===== config.mk =====
export PLATFORM = sky130hd
export DESIGN_NAME = bt_host_port
export DESIGN_NICKNAME = d
export VERILOG_FILES = /design/src/rtl/bt_host_pkg.sv /design/src/rtl/bt_req_buffer.sv /design/src/rtl/bt_rsp_buffer.sv /design/src/rtl/bt_flag_ctrl.sv /design/src/rtl/bt_host_port.sv
export SDC_FILE = /design/constraint.sdc
export NUM_CORES = 1
export LEC_CHECK = 0
export BUFFER_PORTS_ARGS = -buffer_cell sky130_fd_sc_hd__buf_2
export CAP_MARGIN = 20
export CORE_MARGIN = 5
export CORE_UTILIZATION = 35
export CTS_BUF_LIST = sky130_fd_sc_hd__clkbuf_2 sky130_fd_sc_hd__clkbuf_4 sky130_fd_sc_hd__clkbuf_8
export DETAILED_ROUTE_END_ITERATION = 16
export HOLD_SLACK_MARGIN = 0.03
export MAX_ROUTING_LAYER = met4
export PLACE_DENSITY = 0.48
export SETUP_SLACK_MARGIN = 0.1
export SYNTH_ARGS = -nofsm -noshare
export SYNTH_HDL_FRONTEND = slang
export SYNTH_SLANG_ARGS = --single-unit

===== constraint.sdc =====
create_clock -name clk -period 4.1 [get_ports clk]
set_input_delay 0 -clock clk [delete_from_list [all_inputs] [get_ports clk]]
set_output_delay 0 -clock clk [all_outputs]
set_load 0.01 [all_outputs]

===== src/rtl/bt_host_pkg.sv =====
// Shared offsets, bit positions and constants of the block-transfer host port.
package bt_host_pkg;
    typedef enum logic [1:0] {
        REG_CTRL = 2'd0,
        REG_DATA = 2'd1,
        REG_MASK = 2'd2,
        REG_NONE = 2'd3
    } bt_reg_e;

    // Control register bit positions (host software decodes these)
    localparam int CB_CLR_WR = 0;
    localparam int CB_CLR_RD = 1;
    localparam int CB_H2B    = 2;
    localparam int CB_B2H    = 3;
    localparam int CB_SMS    = 4;
    localparam int CB_HBUSY  = 6;
    localparam int CB_BBUSY  = 7;

    // Mask register bit positions
    localparam int MB_EN   = 0;
    localparam int MB_PEND = 1;

    localparam logic [7:0] IDLE_BYTE = 8'hFF;
endpackage


===== src/rtl/bt_req_buffer.sv =====
// Request buffer: the host appends bytes, and the engine reads them by index.
// Assumes: the count may run past DEPTH (overrun detection) and holds at all-ones.
module bt_req_buffer #(
    parameter int DEPTH = 64,
    parameter int CNT_W = 8,
    localparam int IDX_W = $clog2(DEPTH)
) (
    input  logic             clk,
    input  logic             rst_n,
    input  logic             wr_en,
    input  logic [7:0]       wr_byte,
    input  logic             clr,
    output logic [CNT_W-1:0] len,
    input  logic [IDX_W-1:0] rd_idx,
    output logic [7:0]       rd_byte
);
    localparam logic [CNT_W-1:0] DEPTH_C = CNT_W'(DEPTH);
    localparam logic [CNT_W-1:0] CNT_MAX = '1;

    logic [7:0] mem [DEPTH];
    logic       in_range;

    assign in_range = (len < DEPTH_C);
    assign rd_byte  = mem[rd_idx];

    // Store the byte only while it fits in the buffer
    always_ff @(posedge clk) begin
        if (wr_en && in_range) begin
            mem[len[IDX_W-1:0]] <= wr_byte;
        end
    end

    // Byte count: cleared by the host, counts every write, holds at all-ones
    always_ff @(posedge clk) begin
        if (!rst_n) begin
            len <= '0;
        end else if (clr) begin
            len <= '0;
        end else if (wr_en && len != CNT_MAX) begin
            len <= len + 1'b1;
        end
    end
endmodule


===== src/rtl/bt_rsp_buffer.sv =====
// Response buffer: the engine fills it by index, and the host drains it in order.
// Assumes: load_len never exceeds DEPTH. Draining the last byte empties the buffer.
module bt_rsp_buffer #(
    parameter int DEPTH = 64,
    parameter int CNT_W = 8,
    localparam int IDX_W = $clog2(DEPTH)
) (
    input  logic             clk,
    input  logic             rst_n,
    input  logic             eng_we,
    input  logic [IDX_W-1:0] eng_idx,
    input  logic [7:0]       eng_byte,
    input  logic             load,
    input  logic [CNT_W-1:0] load_len,
    input  logic             host_rd,
    input  logic             clr_ptr,
    output logic [7:0]       rd_byte
);
    import bt_host_pkg::*;

    logic [7:0]       mem [DEPTH];
    logic [CNT_W-1:0] ptr;
    logic [CNT_W-1:0] cnt;
    logic             pending;

    assign pending = (ptr < cnt);
    assign rd_byte = pending ? mem[ptr[IDX_W-1:0]] : IDLE_BYTE;

    // Engine-side byte writes
    always_ff @(posedge clk) begin
        if (eng_we) begin
            mem[eng_idx] <= eng_byte;
        end
    end

    // Read pointer and pending count; later assignments take priority
    always_ff @(posedge clk) begin
        if (!rst_n) begin
            ptr <= '0;
            cnt <= '0;
        end else begin
            if (host_rd && pending) begin
                if (ptr + 1'b1 == cnt) begin
                    ptr <= '0;
                    cnt <= '0;
                end else begin
                    ptr <= ptr + 1'b1;
                end
            end
            if (clr_ptr) begin
                ptr <= '0;
            end
            if (load) begin
                cnt <= load_len;
            end
        end
    end
endmodule


===== src/rtl/bt_flag_ctrl.sv =====
// Handshake flags and interrupt mask: combines host writes, engine events and
// the attention input into one next-state per cycle.
// Assumes: within a cycle, the host write applies first, then completion, then the attention edge.
module bt_flag_ctrl (
    input  logic       clk,
    input  logic       rst_n,
    input  logic       ctrl_we,
    input  logic       mask_we,
    input  logic [7:0] wdata,
    input  logic       rsp_done,
    input  logic       sms_in,
    output logic [7:0] ctrl_q,
    output logic [7:0] mask_q,
    output logic       req_pulse,
    output logic       irq
);
    import bt_host_pkg::*;

    logic b2h, sms, hbusy, bbusy, en, pend, sms_q;
    logic n_b2h, n_sms, n_hbusy, n_bbusy, n_en, n_pend;
    logic sms_rise, sms_fall;

    assign sms_rise = sms_in && !sms_q;
    assign sms_fall = !sms_in && sms_q;

    // Next-state of every flag from this cycle's events
    always_comb begin
        n_b2h   = b2h;
        n_sms   = sms;
        n_hbusy = hbusy;
        n_bbusy = bbusy;
        n_en    = en;
        n_pend  = pend;
        if (ctrl_we) begin
            if (wdata[CB_B2H])   n_b2h   = 1'b0;
            if (wdata[CB_SMS])   n_sms   = 1'b0;
            if (wdata[CB_HBUSY]) n_hbusy = !hbusy;
            if (wdata[CB_H2B])   n_bbusy = 1'b1;
        end
        if (mask_we) begin
            if (wdata[MB_EN] != en) begin
                if (wdata[MB_EN]) begin
                    if (b2h || sms) n_pend = 1'b1;
                    n_en = 1'b1;
                end else begin
                    n_pend = 1'b0;
                    n_en   = 1'b0;
                end
            end
            if (wdata[MB_PEND] && n_pend) n_pend = 1'b0;
        end
        if (rsp_done) begin
            n_bbusy = 1'b0;
            n_b2h   = 1'b1;
            if (n_en && !n_pend) n_pend = 1'b1;
        end
        if (sms_rise && !n_sms) begin
            n_sms = 1'b1;
            if (!n_b2h && n_en) n_pend = 1'b1;
        end else if (sms_fall && n_sms) begin
            n_sms = 1'b0;
            if (!n_b2h && n_pend) n_pend = 1'b0;
        end
    end

    // Flag registers, edge detector and request pulse
    always_ff @(posedge clk) begin
        if (!rst_n) begin
            b2h       <= 1'b0;
            sms       <= 1'b0;
            hbusy     <= 1'b0;
            bbusy     <= 1'b0;
            en        <= 1'b0;
            pend      <= 1'b0;
            sms_q     <= 1'b0;
            req_pulse <= 1'b0;
        end else begin
            b2h       <= n_b2h;
            sms       <= n_sms;
            hbusy     <= n_hbusy;
            bbusy     <= n_bbusy;
            en        <= n_en;
            pend      <= n_pend;
            sms_q     <= sms_in;
            req_pulse <= ctrl_we && wdata[CB_H2B];
        end
    end

    assign ctrl_q = {bbusy, hbusy, 1'b0, sms, b2h, 3'b000};
    assign mask_q = {6'b0, pend, en};
    assign irq    = pend;
endmodule


===== src/rtl/bt_host_port.sv =====
// Top of the block-transfer host port: decodes offsets, routes the data port
// to the two buffers and muxes read data.
// Assumes: single-byte accesses, with at most one of host_wr and host_rd per cycle.
module bt_host_port #(
    parameter int BUF_DEPTH = 64,
    parameter int CNT_W = 8,
    localparam int IDX_W = $clog2(BUF_DEPTH)
) (
    input  logic             clk,
    input  logic             rst_n,
    input  logic [1:0]       host_addr,
    input  logic             host_wr,
    input  logic             host_rd,
    input  logic [7:0]       host_wdata,
    output logic [7:0]       host_rdata,
    output logic             irq,
    output logic             req_ready,
    output logic [CNT_W-1:0] req_len,
    input  logic [IDX_W-1:0] req_idx,
    output logic [7:0]       req_byte,
    input  logic             rsp_we,
    input  logic [IDX_W-1:0] rsp_idx,
    input  logic [7:0]       rsp_byte,
    input  logic             rsp_done,
    input  logic [CNT_W-1:0] rsp_len,
    input  logic             sms_atn_in
);
    import bt_host_pkg::*;

    bt_reg_e    sel;
    logic       ctrl_we, mask_we, data_we, data_re;
    logic [7:0] ctrl_q, mask_q, rsp_rd_byte;

    assign sel     = bt_reg_e'(host_addr);
    assign ctrl_we = host_wr && sel == REG_CTRL;
    assign mask_we = host_wr && sel == REG_MASK;
    assign data_we = host_wr && sel == REG_DATA;
    assign data_re = host_rd && sel == REG_DATA;

    bt_req_buffer #(.DEPTH(BUF_DEPTH), .CNT_W(CNT_W)) u_req (
        .clk     (clk),
        .rst_n   (rst_n),
        .wr_en   (data_we),
        .wr_byte (host_wdata),
        .clr     (ctrl_we && host_wdata[CB_CLR_WR]),
        .len     (req_len),
        .rd_idx  (req_idx),
        .rd_byte (req_byte)
    );

    bt_rsp_buffer #(.DEPTH(BUF_DEPTH), .CNT_W(CNT_W)) u_rsp (
        .clk      (clk),
        .rst_n    (rst_n),
        .eng_we   (rsp_we),
        .eng_idx  (rsp_idx),
        .eng_byte (rsp_byte),
        .load     (rsp_done),
        .load_len (rsp_len),
        .host_rd  (data_re),
        .clr_ptr  (ctrl_we && host_wdata[CB_CLR_RD]),
        .rd_byte  (rsp_rd_byte)
    );

    bt_flag_ctrl u_flags (
        .clk       (clk),
        .rst_n     (rst_n),
        .ctrl_we   (ctrl_we),
        .mask_we   (mask_we),
        .wdata     (host_wdata),
        .rsp_done  (rsp_done),
        .sms_in    (sms_atn_in),
        .ctrl_q    (ctrl_q),
        .mask_q    (mask_q),
        .req_pulse (req_ready),
        .irq       (irq)
    );

    // Read-data mux for the addressed register
    always_comb begin
        unique case (sel)
            REG_CTRL: host_rdata = ctrl_q;
            REG_DATA: host_rdata = rsp_rd_byte;
            REG_MASK: host_rdata = mask_q;
            default:  host_rdata = IDLE_BYTE;
        endcase
    end
endmodule


Yosys cells after proc, flatten, opt, wreduce, memory -nomap -nowiden --
Memory sizes are Yosys's and may differ from the RTL's. A register that Yosys moved wholly into a read port is not among the register bits. Cells that the tools add are included.
Storage, ports and cells: register bits after elaboration 32, RAM bits 1024, input port bits 45, word-level logic and storage cells 91, memories kept 2
Memories:
- u_req.mem | words 64, width 8, rd ports 1, clocked after Yosys merged registers in 0, write ports 1, line bt_req_buffer.sv:20 | logic [7:0] mem [DEPTH];
- u_rsp.mem | words 64, width 8, rd ports 1, clocked after Yosys merged registers in 1, write ports 1, line bt_rsp_buffer.sv:21 | logic [7:0] mem [DEPTH];
Cells by class: add/subtract/negate cells 2, $lt $le $gt $ge 2, equality and inequality tests 5, muxes and demuxes 34, bitwise operators 1, reductions and logical operators 34
Operators with widths (number):
- two-way mux 8 bit | 5
- two-way mux 1 bit | 26
- case mux 8 bit (3 select lines) | 1
- logical AND 1 bit | 18
- adder 8 x 1 -> 8 bit, second input constant | 2
- two-way mux 6 bit | 2
- == test 8 bit | 1
- < comparator 8 x 7 -> 1 bit, second input constant | 1
- < comparator 8 bit | 1
- != test 8 bit, second input constant | 1
- zero test 1 bit | 6
- AND reduction 2 bit | 3
- OR reduction 2 bit | 3
- nonzero test 2 bit | 2
- == test 2 x 1 -> 1 bit, second input constant | 1
- == test 2 bit, second input constant | 1
- zero test 2 bit | 1
- logical OR 1 bit | 1
- != test 1 bit | 1
- NOT 1 bit | 1

Longest topological paths before layout --
word-level depth 16, gate-level depth with buffers 10, mapped depth without buffers 9

By module --
From an unflattened synthesis, not the netlist that was laid out.
Second synthesis, totals: cells, all modules 2156, area, all modules 42220.5 sq um
By module, submodules not included:
- bt_rsp_buffer | instances 1, cells an instance 1084, area each 21091.5 sq um
- bt_req_buffer | instances 1, cells an instance 994, area each 20404.6 sq um
- bt_flag_ctrl | instances 1, cells an instance 51, area each 454.2 sq um
- bt_host_port | instances 1, cells an instance 27, area each 270.3 sq um

Least setup slack after synthesis --
OpenSTA, ideal clock, no wires.
path kind flip-flop to output port, start register (tool-made name), end output host_rdata[3], data arrival time 2.065 ns, setup slack 2.035 ns, cell stages (with the launch flop) 9, cells stage by stage dfxtp_1 -> buf_4 -> buf_2 -> buf_2 -> mux4_2 -> a211oi_1 -> nand2_1 -> o2111ai_1 -> nand3_1
RTL lines:
- end, declared | line bt_host_port.sv:15 | output logic [7:0] host_rdata,

==> reports/results.tsv <==
metric	value	unit
status	finished clean	
post-route-min-period	3.74	ns
vias	21300	
initial_utilization	35.1	%
path_depth	8	
tightest_slew	1.16	ns
irDropWorstVdd	0.296	mV
critPathMaxStageDelay	0.53	ns
ios	71	
crit_slowest_cell	mux4_2	
drt-total-wl	110000	µm
finalHoldViolations	0	
place_ws	0.761	ns
final_cell_mix	edfxtp_1 (1024), mux4_2 (262), clkbuf_8 (188), nor2_1 (167)	
die_w	356	µm
grtUsageTotal	18.0	%
cts_buffers	179	
fin_util	40.7	%
cts.path.max_buffers	3	
final_common_cell	edfxtp_1	
synth_warnings	0	
crit_buf_inv	2	
critical_path_class	flop to primary output	
hold-path-cell-count	3	
finalMaxSlewViolations	0	
io_buffers	70	
fp.dieH	356	µm
synthCells	2075	
synthArstFlopShare	0	%
rows	127	
syn_area	41900	µm²
fin_tns_setup	0	ns
grt_max_degree	65	
leakage	0.0151	µW
antenna_found_initial	5	
viasPerCell	5.19	
h-tree-depth	4	
syn_avg_cell_area	20.2	µm²
grt_pass1_vias	22400	
layout-drive-gt1-share	28.0	%
tritoncts	built	
post_drt_wl_per_cell	26.9	µm
core_area	119000	µm²
crit_family	compound AO/OA/AOI/OAI gates	
ys_ff_latch	1062	
fin_nets	2410	
ant_nets	0	
fmax	0.267	GHz
clk_latency	0.87	ns
yosys.cell_types.count	62	
worst_slack	0.359	ns
cp_cell_sequence	buf_12 -> mux4_2 -> and4_1 -> a31oi_1 -> nand4_1 -> a311oi_1 -> o21ai_1 -> buf_2	
dieArea	127000	µm²
timing.final.crit_share	91.2	%
maxCapViolations	0	
fin_skew	0.0292	ns
end_kind	primary output	
cp.arrival	3.74	ns
drt_iter0_drc	1775	
cts_num_sinks	1062	
powerDensity	456	nW/µm²
power.total	22100	µW
cp.required	4.10	ns
whs	0.165	ns
area_growth	15.9	%
routabilityCongestion	0.846	
worst_setup_path_start_kind	flop	
synth_edf_count	1024	
first_pass_iters	5	
setup_viol	0	
rsz0062_at_grt	false	
path_clk_slew	0.06	ns
hp-class	primary input to flop	
critPathMaxFanout	24	
hpwlAfterDp	68800	µm
synth_flop_cell	edfxtp_1	
slew_headroom	22.5	%
grt_pass1_wl	160000	µm
seq_area_frac_synth	75.2	%
gr-total-overflow	0	
postSynthNetCount	2130	
cts-root-buf	clkbuf_8	
r2r_cells	9	
drc	0	
[cells by family (layout without fill, tap and decap cells)]
| logic type | Yosys count | count (layout) | share of synthesized area (%) |
|---|---|---|---|
| muxes | 332 | 332 | 15.8 |
| and+or+nand+nor | 369 | 369 | 4.08 |
| buffers and inverters | 128 | 542 | 1.52 |
| other | 0 | 4 | 0 |
| DFF | 1062 | 1062 | 75.2 |
| adders and majority gates | 11 | 11 | 0.323 |
| xor gates and xnor gates | 18 | 18 | 0.376 |
| AOI/OAI and AO/OA | 155 | 155 | 2.68 |
[per-layer routing]
metal | GRT usage, % | part of all wire (%)
met1 | 23.2 | 42
met4 | 5.58 | 2.9
met3 | 3.86 | 5.5
met2 | 28.8 | 49
met5 | - | 0
[worst min-delay path, cell delays in order]
cell and delay [ns]:
dlygate4sd3_1 0.54, buf_2 0.18, and3_1 0.23
[cell type report]
type                    count  area, µm²
fillers                 10700      70800
flip-flops and latches   1062      31500
multi-input cells         885       9740
clock buffers             248       3030
well taps                1612       2020
repair buffers            211       1730
clock inverters            67        407
inverters                  16       60.1
diodes                      4       10.0
[synthesized netlist by cell type, drive strengths merged (3+ instances only)]
cell type | n | area share, %
o21ai | 17 | 0.21
or3 | 9 | 0.13
dfxtp | 38 | 1.8
o221ai | 6 | 0.13
a22oi | 25 | 0.46
a22o | 17 | 0.36
mux2 | 3 | 0.081
o22a | 3 | 0.063
o22ai | 8 | 0.12
nand3 | 34 | 0.41
clkbuf | 43 | 0.39
edfxtp | 1024 | 73
and2 | 9 | 0.13
xor2 | 6 | 0.13
nor2 | 167 | 1.5
ha | 10 | 0.30
inv | 16 | 0.14
o211ai | 4 | 0.072
a31oi | 13 | 0.19
nor2b | 28 | 0.42
mux4 | 262 | 14
nand2b | 10 | 0.15
nand2 | 65 | 0.58
o2111ai | 9 | 0.19
nand3b | 13 | 0.23
a21oi | 20 | 0.25
mux2i | 67 | 1.6
buf | 69 | 0.99
xnor2 | 12 | 0.25
nor3 | 10 | 0.12
nand4 | 10 | 0.15
a211oi | 18 | 0.32
or3b | 3 | 0.063
[worst paths after layout]
check / end / startpoint / slack [ns]
max: host_rdata[1] / flop / 0.36
max reg2reg: u_rsp.cnt[5] / u_rsp.ptr[0] / 1.21
min: u_flags.req_pulse / rst_n / 0.16
min reg2reg: u_flags.bbusy / u_flags.bbusy / 0.52
[through the flow]
stage	cell area, µm²	std cells
floorplan	41900	2075
global placement	44200	3706
detailed placement	44200	3706
CTS	48500	4098
global route	48500	4105
finish	48500	4105
[registers in the layout, indices dropped and copies added (netlist names), 8 cells and up, named ones only]
register and flops:
u_rsp.ptr 8, u_rsp.mem 512, u_rsp.cnt 8, u_req.len 8
u_req.mem 512
[power breakdown]
part / leakage, µW / total (µW) / switching, µW / internal (µW)
clock: 0.00183 / 9160 / 4260 / 4910
combinational: 0.00376 / 1020 / 626 / 390
sequential: 0.00952 / 12000 / 23.8 / 11900
[timing repair]
item	in CTS	in global routing
setup endpoints to repair	1	1
hold buffers	68	0
setup buffers	9	1
gates resized for setup	2	0
hold endpoints to repair	1362	0
No activity file was read; power rests on OpenSTA's default activity.
